## src/rtl/pvs_pkg.sv

```systemverilog
`timescale 1ns/1ps
package pvs_pkg;
    typedef enum logic [2:0] {
        ST_IDLE,
        ST_FETCH,
        ST_SETUP,
        ST_PULSE,
        ST_HOLD,
        ST_READ,
        ST_CREAD
    } pvs_state_e;
endpackage

```

## src/rtl/pvs_timer.sv

```systemverilog
`timescale 1ns/1ps
module pvs_timer #(
    parameter int W = 8
) (
    input  logic         clk,
    input  logic         rst_n,
    input  logic         load,
    input  logic [W-1:0] load_val,
    output logic         expired
);
    logic [W-1:0] cnt_d, cnt_q;

    always_comb begin
        cnt_d = cnt_q;
        if (load)
            cnt_d = load_val;
        else if (cnt_q != '0)
            cnt_d = cnt_q - W'(1);
    end

    always_ff @(posedge clk or negedge rst_n) begin
        if (!rst_n) cnt_q <= '0;
        else        cnt_q <= cnt_d;
    end

    assign expired = (cnt_q == '0);
endmodule

```

## src/rtl/pvs_retry.sv

```systemverilog
`timescale 1ns/1ps
module pvs_retry #(
    parameter int LIMIT = 25,
    localparam int RW = $clog2(LIMIT + 1)
) (
    input  logic clk,
    input  logic rst_n,
    input  logic clr,
    input  logic inc,
    output logic at_limit
);
    logic [RW-1:0] cnt_d, cnt_q;

    always_comb begin
        cnt_d = cnt_q;
        if (clr)
            cnt_d = '0;
        else if (inc && cnt_q != RW'(LIMIT))
            cnt_d = cnt_q + RW'(1);
    end

    always_ff @(posedge clk or negedge rst_n) begin
        if (!rst_n) cnt_q <= '0;
        else        cnt_q <= cnt_d;
    end

    assign at_limit = (cnt_q == RW'(LIMIT));
endmodule

```

## src/rtl/pvs_seq.sv

```systemverilog
`timescale 1ns/1ps
module pvs_seq #(
    parameter int AW        = 16,
    parameter int CLK_MHZ   = 200,
    parameter int PULSE_US  = 50,
    parameter int SETUP_US  = 2,
    parameter int RD_CYC    = 3,
    parameter int RETRY_MAX = 25
) (
    input  logic          clk,
    input  logic          rst_n,
    input  logic          start,
    input  logic [AW-1:0] base_addr,
    input  logic [AW:0]   length,
    output logic          busy,
    output logic          done,
    output logic          pass,
    output logic          fail,
    output logic [AW-1:0] fail_addr,
    output logic          src_req,
    output logic [AW-1:0] src_addr,
    input  logic          src_valid,
    input  logic [7:0]    src_data,
    output logic [AW-1:0] mem_addr,
    output logic [7:0]    mem_dout,
    input  logic [7:0]    mem_din,
    output logic          mem_strobe,
    output logic          mem_oe_n,
    output logic          mem_vpp,
    output logic          mem_vraise
);
    import pvs_pkg::*;

    localparam int LW        = AW + 1;
    localparam int PULSE_CYC = CLK_MHZ * PULSE_US;
    localparam int SETUP_CYC = CLK_MHZ * SETUP_US;
    localparam int TMAX      = (PULSE_CYC > SETUP_CYC) ?
                               ((PULSE_CYC > RD_CYC) ? PULSE_CYC : RD_CYC) :
                               ((SETUP_CYC > RD_CYC) ? SETUP_CYC : RD_CYC);
    localparam int TW        = $clog2(TMAX + 1);
    localparam logic [TW-1:0] PULSE_LD = TW'(PULSE_CYC - 1);
    localparam logic [TW-1:0] SETUP_LD = TW'(SETUP_CYC - 1);
    localparam logic [TW-1:0] RD_LD    = TW'(RD_CYC - 1);

    typedef struct packed {
        pvs_state_e    st;
        logic [AW-1:0] base;
        logic [AW-1:0] addr;
        logic [LW-1:0] len;
        logic [LW-1:0] rem;
        logic [7:0]    byte_v;
        logic          final_ph;
        logic          done;
        logic          pass;
        logic          fail;
        logic [AW-1:0] fail_addr;
    } regs_t;

    regs_t s_d, s_q;

    logic          tmr_load, tmr_exp;
    logic [TW-1:0] tmr_val;
    logic          rty_clr, rty_inc, rty_lim;
    logic          step_ok, step_bad, rd_match;

    pvs_timer #(.W(TW)) timer_i (
        .clk(clk), .rst_n(rst_n), .load(tmr_load),
        .load_val(tmr_val), .expired(tmr_exp)
    );

    pvs_retry #(.LIMIT(RETRY_MAX)) retry_i (
        .clk(clk), .rst_n(rst_n), .clr(rty_clr),
        .inc(rty_inc), .at_limit(rty_lim)
    );

    assign rd_match = (mem_din == s_q.byte_v);

    always_comb begin
        s_d      = s_q;
        s_d.done = 1'b0;
        tmr_load = 1'b0;
        tmr_val  = '0;
        rty_clr  = 1'b0;
        rty_inc  = 1'b0;
        step_ok  = 1'b0;
        step_bad = 1'b0;

        case (s_q.st)
            ST_IDLE: begin
                if (start) begin
                    s_d.base     = base_addr;
                    s_d.addr     = base_addr;
                    s_d.len      = length;
                    s_d.rem      = length;
                    s_d.pass     = 1'b0;
                    s_d.fail     = 1'b0;
                    s_d.final_ph = 1'b0;
                    if (length == '0) begin
                        s_d.pass = 1'b1;
                        s_d.done = 1'b1;
                    end else begin
                        s_d.st = ST_FETCH;
                    end
                end
            end
            ST_FETCH: begin
                if (src_valid) begin
                    s_d.byte_v = src_data;
                    rty_clr    = 1'b1;
                    tmr_load   = 1'b1;
                    if (s_q.final_ph) begin
                        tmr_val = RD_LD;
                        s_d.st  = ST_CREAD;
                    end else begin
                        tmr_val = SETUP_LD;
                        s_d.st  = ST_SETUP;
                    end
                end
            end
            ST_SETUP: begin
                if (tmr_exp) begin
                    tmr_load = 1'b1;
                    tmr_val  = PULSE_LD;
                    rty_inc  = 1'b1;
                    s_d.st   = ST_PULSE;
                end
            end
            ST_PULSE: begin
                if (tmr_exp) begin
                    tmr_load = 1'b1;
                    tmr_val  = SETUP_LD;
                    s_d.st   = ST_HOLD;
                end
            end
            ST_HOLD: begin
                if (tmr_exp) begin
                    tmr_load = 1'b1;
                    tmr_val  = RD_LD;
                    s_d.st   = ST_READ;
                end
            end
            ST_READ: begin
                if (tmr_exp) begin
                    if (rd_match) begin
                        step_ok = 1'b1;
                    end else if (rty_lim) begin
                        step_bad = 1'b1;
                    end else begin
                        tmr_load = 1'b1;
                        tmr_val  = SETUP_LD;
                        s_d.st   = ST_SETUP;
                    end
                end
            end
            ST_CREAD: begin
                if (tmr_exp) begin
                    if (rd_match) step_ok  = 1'b1;
                    else          step_bad = 1'b1;
                end
            end
            default: s_d.st = ST_IDLE;
        endcase

        if (step_ok) begin
            if (s_q.rem == LW'(1)) begin
                if (s_q.final_ph) begin
                    s_d.pass = 1'b1;
                    s_d.done = 1'b1;
                    s_d.st   = ST_IDLE;
                end else begin
                    s_d.final_ph = 1'b1;
                    s_d.addr     = s_q.base;
                    s_d.rem      = s_q.len;
                    s_d.st       = ST_FETCH;
                end
            end else begin
                s_d.addr = s_q.addr + AW'(1);
                s_d.rem  = s_q.rem - LW'(1);
                s_d.st   = ST_FETCH;
            end
        end

        if (step_bad) begin
            s_d.fail      = 1'b1;
            s_d.fail_addr = s_q.addr;
            s_d.done      = 1'b1;
            s_d.st        = ST_IDLE;
        end
    end

    always_ff @(posedge clk or negedge rst_n) begin
        if (!rst_n) s_q <= '0;
        else        s_q <= s_d;
    end

    assign busy       = (s_q.st != ST_IDLE);
    assign done       = s_q.done;
    assign pass       = s_q.pass;
    assign fail       = s_q.fail;
    assign fail_addr  = s_q.fail_addr;
    assign src_req    = (s_q.st == ST_FETCH);
    assign src_addr   = s_q.addr;
    assign mem_addr   = s_q.addr;
    assign mem_dout   = s_q.byte_v;
    assign mem_strobe = (s_q.st == ST_PULSE);
    assign mem_vpp    = (s_q.st == ST_SETUP) || (s_q.st == ST_PULSE) || (s_q.st == ST_HOLD);
    assign mem_oe_n   = !((s_q.st == ST_READ) || (s_q.st == ST_CREAD));
    assign mem_vraise = busy && !s_q.final_ph;
endmodule

```

## config.mk

```make
export PLATFORM = sky130hd
export DESIGN_NAME = pvs_seq
export DESIGN_NICKNAME = d
export VERILOG_FILES = /design/src/rtl/pvs_pkg.sv /design/src/rtl/pvs_timer.sv /design/src/rtl/pvs_retry.sv /design/src/rtl/pvs_seq.sv
export SDC_FILE = /design/constraint.sdc
export NUM_CORES = 1
export LEC_CHECK = 0
export BUFFER_PORTS_ARGS = -buffer_cell sky130_fd_sc_hd__buf_2
export CORE_MARGIN = 4
export CORE_UTILIZATION = 40
export DETAILED_ROUTE_END_ITERATION = 10
export MAX_ROUTING_LAYER = met4
export PLACE_DENSITY = 0.72
export SETUP_SLACK_MARGIN = 0.05
export SLEW_MARGIN = 15
export SYNTH_ARGS = -nofsm -noshare
export SYNTH_HDL_FRONTEND = slang
export SYNTH_SLANG_ARGS = --single-unit
```

## constraint.sdc

```tcl
create_clock -name clk -period 4.66 [get_ports clk]
set_input_delay 0.932 -clock clk [delete_from_list [all_inputs] [get_ports clk]]
set_output_delay 0.932 -clock clk [all_outputs]
set_load 0.02 [all_outputs]
```

==> results of run 1 <==
[where the power goes]
group	internal (mW)	switching, mW	leakage [nW]
logic	0.782	1.09	2.08
clock network	0.753	0.499	0.274
registers	1.38	0.473	1.49
[critical path, cell delays in order]
cell and delay [ns]:
buf_2 0.11, xor2_1 0.14, nor4_2 0.51, nand4b_4 0.35, a21oi_4 0.83, nor2_1 0.12, a21oi_1 0.18
[cells by family (layout without fill, tap and decap cells)]
group                      count (synthesis)  after routing  share of synthesized area
and+or+nand+nor                          358            358                     0.2530
AOI/OAI and AO/OA                        122            122                     0.1184
DFF                                      116            116                     0.4287
buffers and inverters                    108            172                    0.09645
xor gates and xnor gates                  41             41                    0.05303
muxes                                     21             21                    0.03381
adders and majority gates                  9              9                    0.01663
[cell usage in the layout (no fill, tap or decap), types with 4 or more instances in the layout]
master / n
mux2_2: 15
nor3_1: 20
a21boi_0: 7
dfrtp_1: 116
o22a_1: 9
nor4_2: 4
clkbuf_16: 17
xor2_1: 23
nand4_1: 10
nand2_1: 200
clkinv_4: 7
mux2i_1: 6
nor4_1: 10
inv_1: 13
o21ai_0: 17
nor2_1: 56
o31ai_1: 6
nor2b_1: 6
a21oi_1: 39
nor3b_1: 7
ha_1: 9
buf_4: 10
o22ai_1: 20
xnor2_1: 18
buf_2: 116
nand3_1: 14
[final cells by class]
| class | instances | area (um2) | area share |
|---|---|---|---|
| Multi-Input combinational cell | 551 | 3219 | 0.4193 |
| Sequential cell | 116 | 2903 | 0.3781 |
| Timing Repair Buffer | 126 | 655.6 | 0.08540 |
| Clock buffer | 19 | 442.9 | 0.05769 |
| Tap cell | 220 | 275.3 | 0.03585 |
| Clock inverter | 13 | 128.9 | 0.01679 |
| Inverter | 14 | 52.55 | 0.006845 |
[state kept, by name, indices dropped and copies added, names as in the netlist]
| register | count |
|---|---|
| s_q | 54 |
| fail_addr | 16 |
| mem_addr | 16 |
| timer_i.cnt_q | 14 |
| mem_dout | 8 |
| retry_i.cnt_q | 5 |
| done | 1 |
| fail | 1 |
| pass | 1 |
[routing by layer]
layer,global-route usage,vias to the layer above
met2,0.2806,178
li1,-,2700
met1,0.2320,2666
met4,0.07540,0
met5,-,-
met3,0.04040,28
[worst max-delay path by stage]
stage / start / to / slack (ns) / depth (start not counted)
floorplan: mem_din[7] / fail_addr[10] / 2.15 / 6
global placement: mem_din[7] / mem_addr[7] / 1.44 / 6
detailed placement: mem_din[7] / mem_addr[6] / 1.37 / 6
CTS: s_q[94] / mem_addr[6] / 1.71 / 5
global route: s_q[95] / mem_addr[9] / 1.61 / 7
finish: mem_din[7] / mem_addr[8] / 1.79 / 7
==> results.json, run 1 <==
{
  "final_util": 0.4630,
  "ys_warn_count": 0,
  "setup_tns_ns": 0,
  "crit_path_max_fanout": 34,
  "hold_viol_final": 0,
  "async_reset_ff_frac": 1.000,
  "layout-drive-gt1-share": 0.2408,
  "hold_buffers": 0,
  "antenna_found_initial": 0,
  "maxCapViolCount": 0,
  "setup_viol": 0,
  "peakVddDrop_v": 0.0002889,
  "clkLatencyLatePin_ns": 0.42,
  "yosysMostFrequentCell": "nand2_1",
  "cellLeakagePower_nw": 3.853,
  "m1WireLength_um": 7456,
  "start_util": 0.4083,
  "crit_arrival_ns": 3.21,
  "final_nets": 888,
  "cts_resized": 0,
  "dp_hpwl_um": 11200,
  "fin_crit_sh": 0.6165,
  "r2r_start": "timer_i.cnt_q[0]",
  "hold_class": "register to register",
  "drc": 0,
  "yosysTopAreaCell": "dfrtp_1",
  "die_h_um": 138.1,
  "setup_ws_ns": 1.787,
  "status": "completed",
  "via_per_inst": 5.262,
  "hold_depth": 2,
  "routed_wl_um": 16470,
  "cts_root_buffer": "clkbuf_16",
  "synthFlopType": "dfrtp_1",
  "worstHoldEndpoint": "s_q[56]",
  "dpl_cell_area_um2": 7104,
  "max_slew_margin": 0.3235,
  "synth_cell_types": 68,
  "design_area_um2": 7677,
  "wl_per_cell_um": 15.55,
  "power_density_nw_per_um2": 648.3,
  "n_fill_cell": 1634,
  "route.met2.wl_um": 7749,
  "clk_pin_slew_ns": 0.05,
  "endpoint_kind": "register",
  "grt_max_degree": 75,
  "numPortBuffers": 117,
  "timing.fmax_mhz": 348.1,
  "grt_remaining_overflow": 0,
  "rsz0062_at_grt": "false",
  "num_vias": 5572,
  "synth_edf_count": 0,
  "final_antenna_net_count": 0,
  "clock_path_buffers": 2,
  "grt_pass1_wl_um": 27800,
  "dpl_worst_slack_ns": 1.375,
  "synth_top_area_share": 0.4287,
  "core_um2": 16580,
  "worst_ep_required_time_ns": 5.00,
  "place_congestion": 0.9189,
  "areaGrowthSynthToFinish_pct": 13.38,
  "synth_commonest_cells": "201 x nand2_1, 116 x dfrtp_1, 59 x buf_4",
  "first_iter_violations": 396,
  "seq_area_frac_synth": 0.4287,
  "io_pins": 118,
  "reg2reg_slack_ns": 1.81,
  "hold_ws_ns": 0.4683,
  "dp_cells": 1027,
  "die_x_um": 138.1,
  "fin_cells": 1059,
  "reg2regPathDepth": 8,
  "r2r_end": "mem_addr[8]",
  "period_minus_slack_ns": 2.873,
  "ys_top_cells_by_area": "dfrtp_1 43%, nand2_1 11%, buf_4 6.5%, nor2_1 3.1%, xor2_1 3.0%",
  "syn-num-nets": 837,
  "antenna_cells": 0,
  "ys_ff_latch": 116,
  "maxSlewViolCount": 0,
  "h-tree-depth": 4,
  "avgSynthCellArea_um2": 8.737,
  "grt_usage": 0.1816,
  "syn_inst": 775,
  "topRoutingLayerUsed": "met4",
  "dr_wl_met3_um": 898,
  "path_class": "input pin to register",
  "post_cts_buffers": 0,
  "fin_skew_ns": 0.009132,
  "syn_area_um2": 6771,
  "firstDrtPassIters": 5,
  "clock_sinks": 116,
  "rows": 47,
  "hp-start": "s_q[56]",
  "grt_pass1_vias": 5546,
  "fp.dieArea_um2": 19070,
  "start_kind": "input pin",
  "tightest_slew_ns": 1.011,
  "cts_tree": "yes",
  "p_total_mw": 4.977,
  "cts_buffers": 17
}
(Power assumes the default switching activity.)
==> run 2: changes to the inputs <==
PLACE_DENSITY = 0.75   (was 0.72)
clock period = 2.3 ns   (was 4.66 ns; I/O delays follow)
==> run 2 against run 1 <==
Wire length rose by 6.9%. Critical path depth decreased by 3. Die area unchanged. First-iteration DRC count down 1.8%. Cell count rose by 5.0%. Hold slack got worse by 0.43 ns. Core utilization up 3.4 points. Largest power group unchanged. Register-to-register slack worse by 1.6 ns. Non-clock buffer count rose by 52.
==> results.json, run 2 (same netlist as run 1, synthesis figures left out) <==
{
  "place_congestion": 0.8615,
  "antenna_cells": 0,
  "fp.dieArea_um2": 19070,
  "layout-drive-gt1-share": 0.2948,
  "worst_ep_required_time_ns": 1.84,
  "peakVddDrop_v": 0.0005790,
  "r2r_end": "s_q[96]",
  "path_class": "register to output pin",
  "fin_crit_sh": 0.9444,
  "cts_buffers": 17,
  "clock_path_buffers": 2,
  "setup_viol": 0,
  "layout.cells.most_common_list": "200 x nand2_1, 116 x buf_2, 115 x dfrtp_1",
  "crit_arrival_ns": 1.71,
  "maxCapViolCount": 0,
  "die_x_um": 138.1,
  "io_pins": 118,
  "reg2regPathDepth": 7,
  "top_register": "s_q",
  "maxSlewViolCount": 0,
  "core_um2": 16580,
  "clkLatencyLatePin_ns": 0.43,
  "power_density_nw_per_um2": 1310,
  "routed_wl_um": 17610,
  "r2r_start": "timer_i.cnt_q[5]",
  "start_kind": "register",
  "via_per_inst": 5.237,
  "wl_per_cell_um": 15.83,
  "endpoint_kind": "output pin",
  "period_minus_slack_ns": 2.172,
  "areaGrowthSynthToFinish_pct": 21.80,
  "firstDrtPassIters": 5,
  "cts_root_buffer": "clkbuf_16",
  "setup_ws_ns": 0.1279,
  "timing.fmax_mhz": 460.4,
  "die_h_um": 138.1,
  "largest_reg_flops": 54,
  "clk_pin_slew_ns": 0.06,
  "crit_path_max_fanout": 15,
  "grt_max_degree": 65,
  "final_antenna_net_count": 0,
  "setup_tns_ns": 0,
  "final_nets": 941,
  "hold_ws_ns": 0.03610,
  "start_util": 0.4083,
  "drc": 0,
  "reg2reg_slack_ns": 0.17,
  "dp_hpwl_um": 11980,
  "antenna_found_initial": 0,
  "dpl_worst_slack_ns": -0.1865,
  "first_iter_violations": 389,
  "numPortBuffers": 117,
  "max_slew_margin": 0.5608,
  "layout_commonest_cell": "nand2_1",
  "cellLeakagePower_nw": 4.159,
  "endpoint": "mem_vpp",
  "rsz0062_at_grt": "true",
  "clock_sinks": 116,
  "num_vias": 5824,
  "grt_remaining_overflow": 0,
  "cts_tree": "yes",
  "hold_class": "input pin to async pin",
  "worstSetupStartpoint": "s_q[95]",
  "h-tree-depth": 4,
  "hold_viol_final": 0,
  "grt_usage": 0.1956,
  "fin_skew_ns": 0.01094,
  "grt_pass1_wl_um": 29720,
  "tightest_slew_ns": 0.6588,
  "rows": 47,
  "grt_pass1_vias": 5805,
  "status": "completed"
}
## run 2: cell types whose count changed in the layout (fill, tap and decap cells not counted), moves of 2 or more
cell,before,now
and4_1,2,0
nor2b_1,6,4
and4_4,0,2
bufinv_16,1,3
buf_4,10,54
buf_12,0,7
clkinv_4,7,4
nor2b_2,0,2
## run 2: how the worst min path moves through the flow
| stage | cells after the start | slack [ns] | to |
|---|---|---|---|
| 2_1_floorplan | 0 | 0.16 | done |
| 3_3_place_gp | 2 | 0.45 | s_q[84] |
| 3_5_place_dp | 2 | 0.46 | s_q[84] |
| 4_1_cts | 1 | 0.04 | retry_i.cnt_q[1] |
| 5_1_grt | 1 | 0.07 | mem_dout[6] |
| 6_report | 1 | 0.04 | mem_dout[6] |
## run 2: cell type report
type	instances	area, um2
timing repair buffer	178	1137
clock buffer	19	442.9
multi-input combinational	552	3262
sequential	116	2904
clock inverter	13	173.9
fill	1536	8335
inverter	14	52.55
tap	220	275.3
## run 2: power by group
part,leakage [nW],internal (mW),switching [mW]
clock network,0.291,1.75,1.03
logic,2.38,1.94,2.52
registers,1.49,2.80,0.773
total,4.16,6.49,4.32
## run 2: stage by stage
stage / std cells / utilization / cell area (um2) / power [mW]
after floorplan: 775 / - / 6771 / 6.896
after global placement: 1076 / 0.4544 / 7535 / 7.861
after detailed placement: 1076 / 0.4544 / 7535 / 7.974
after CTS: 1109 / 0.4928 / 8172 / 10.82
after global routing: 1112 / 0.4974 / 8248 / 11.59
final: 1112 / 0.4974 / 8248 / 10.81
## run 2: what timing repair did
action | 4_1_cts | 5_1_grt
hold buffers | 0 | 0
resized for setup | 3 | 10
endpoints found under the setup margin | 34 | 36
gates cloned | 1 | 0
setup buffers | 0 | 3
hold endpoints to repair | 0 | 0
## run 2: routing by layer
layer	GRT usage	share of wire	routed length [um]
met1	0.2448	0.45	7875
met2	0.3135	0.49	8692
met3	0.04869	0.044	776
met4	0.06240	0.015	262
met5	-	0	0
## run 2: critical path, cell delays in order (launching register included)
cell and delay, ns:
dfrtp_1 0.40, buf_4 0.20, ha_1 0.20, or2_2 0.32
buf_2 0.17
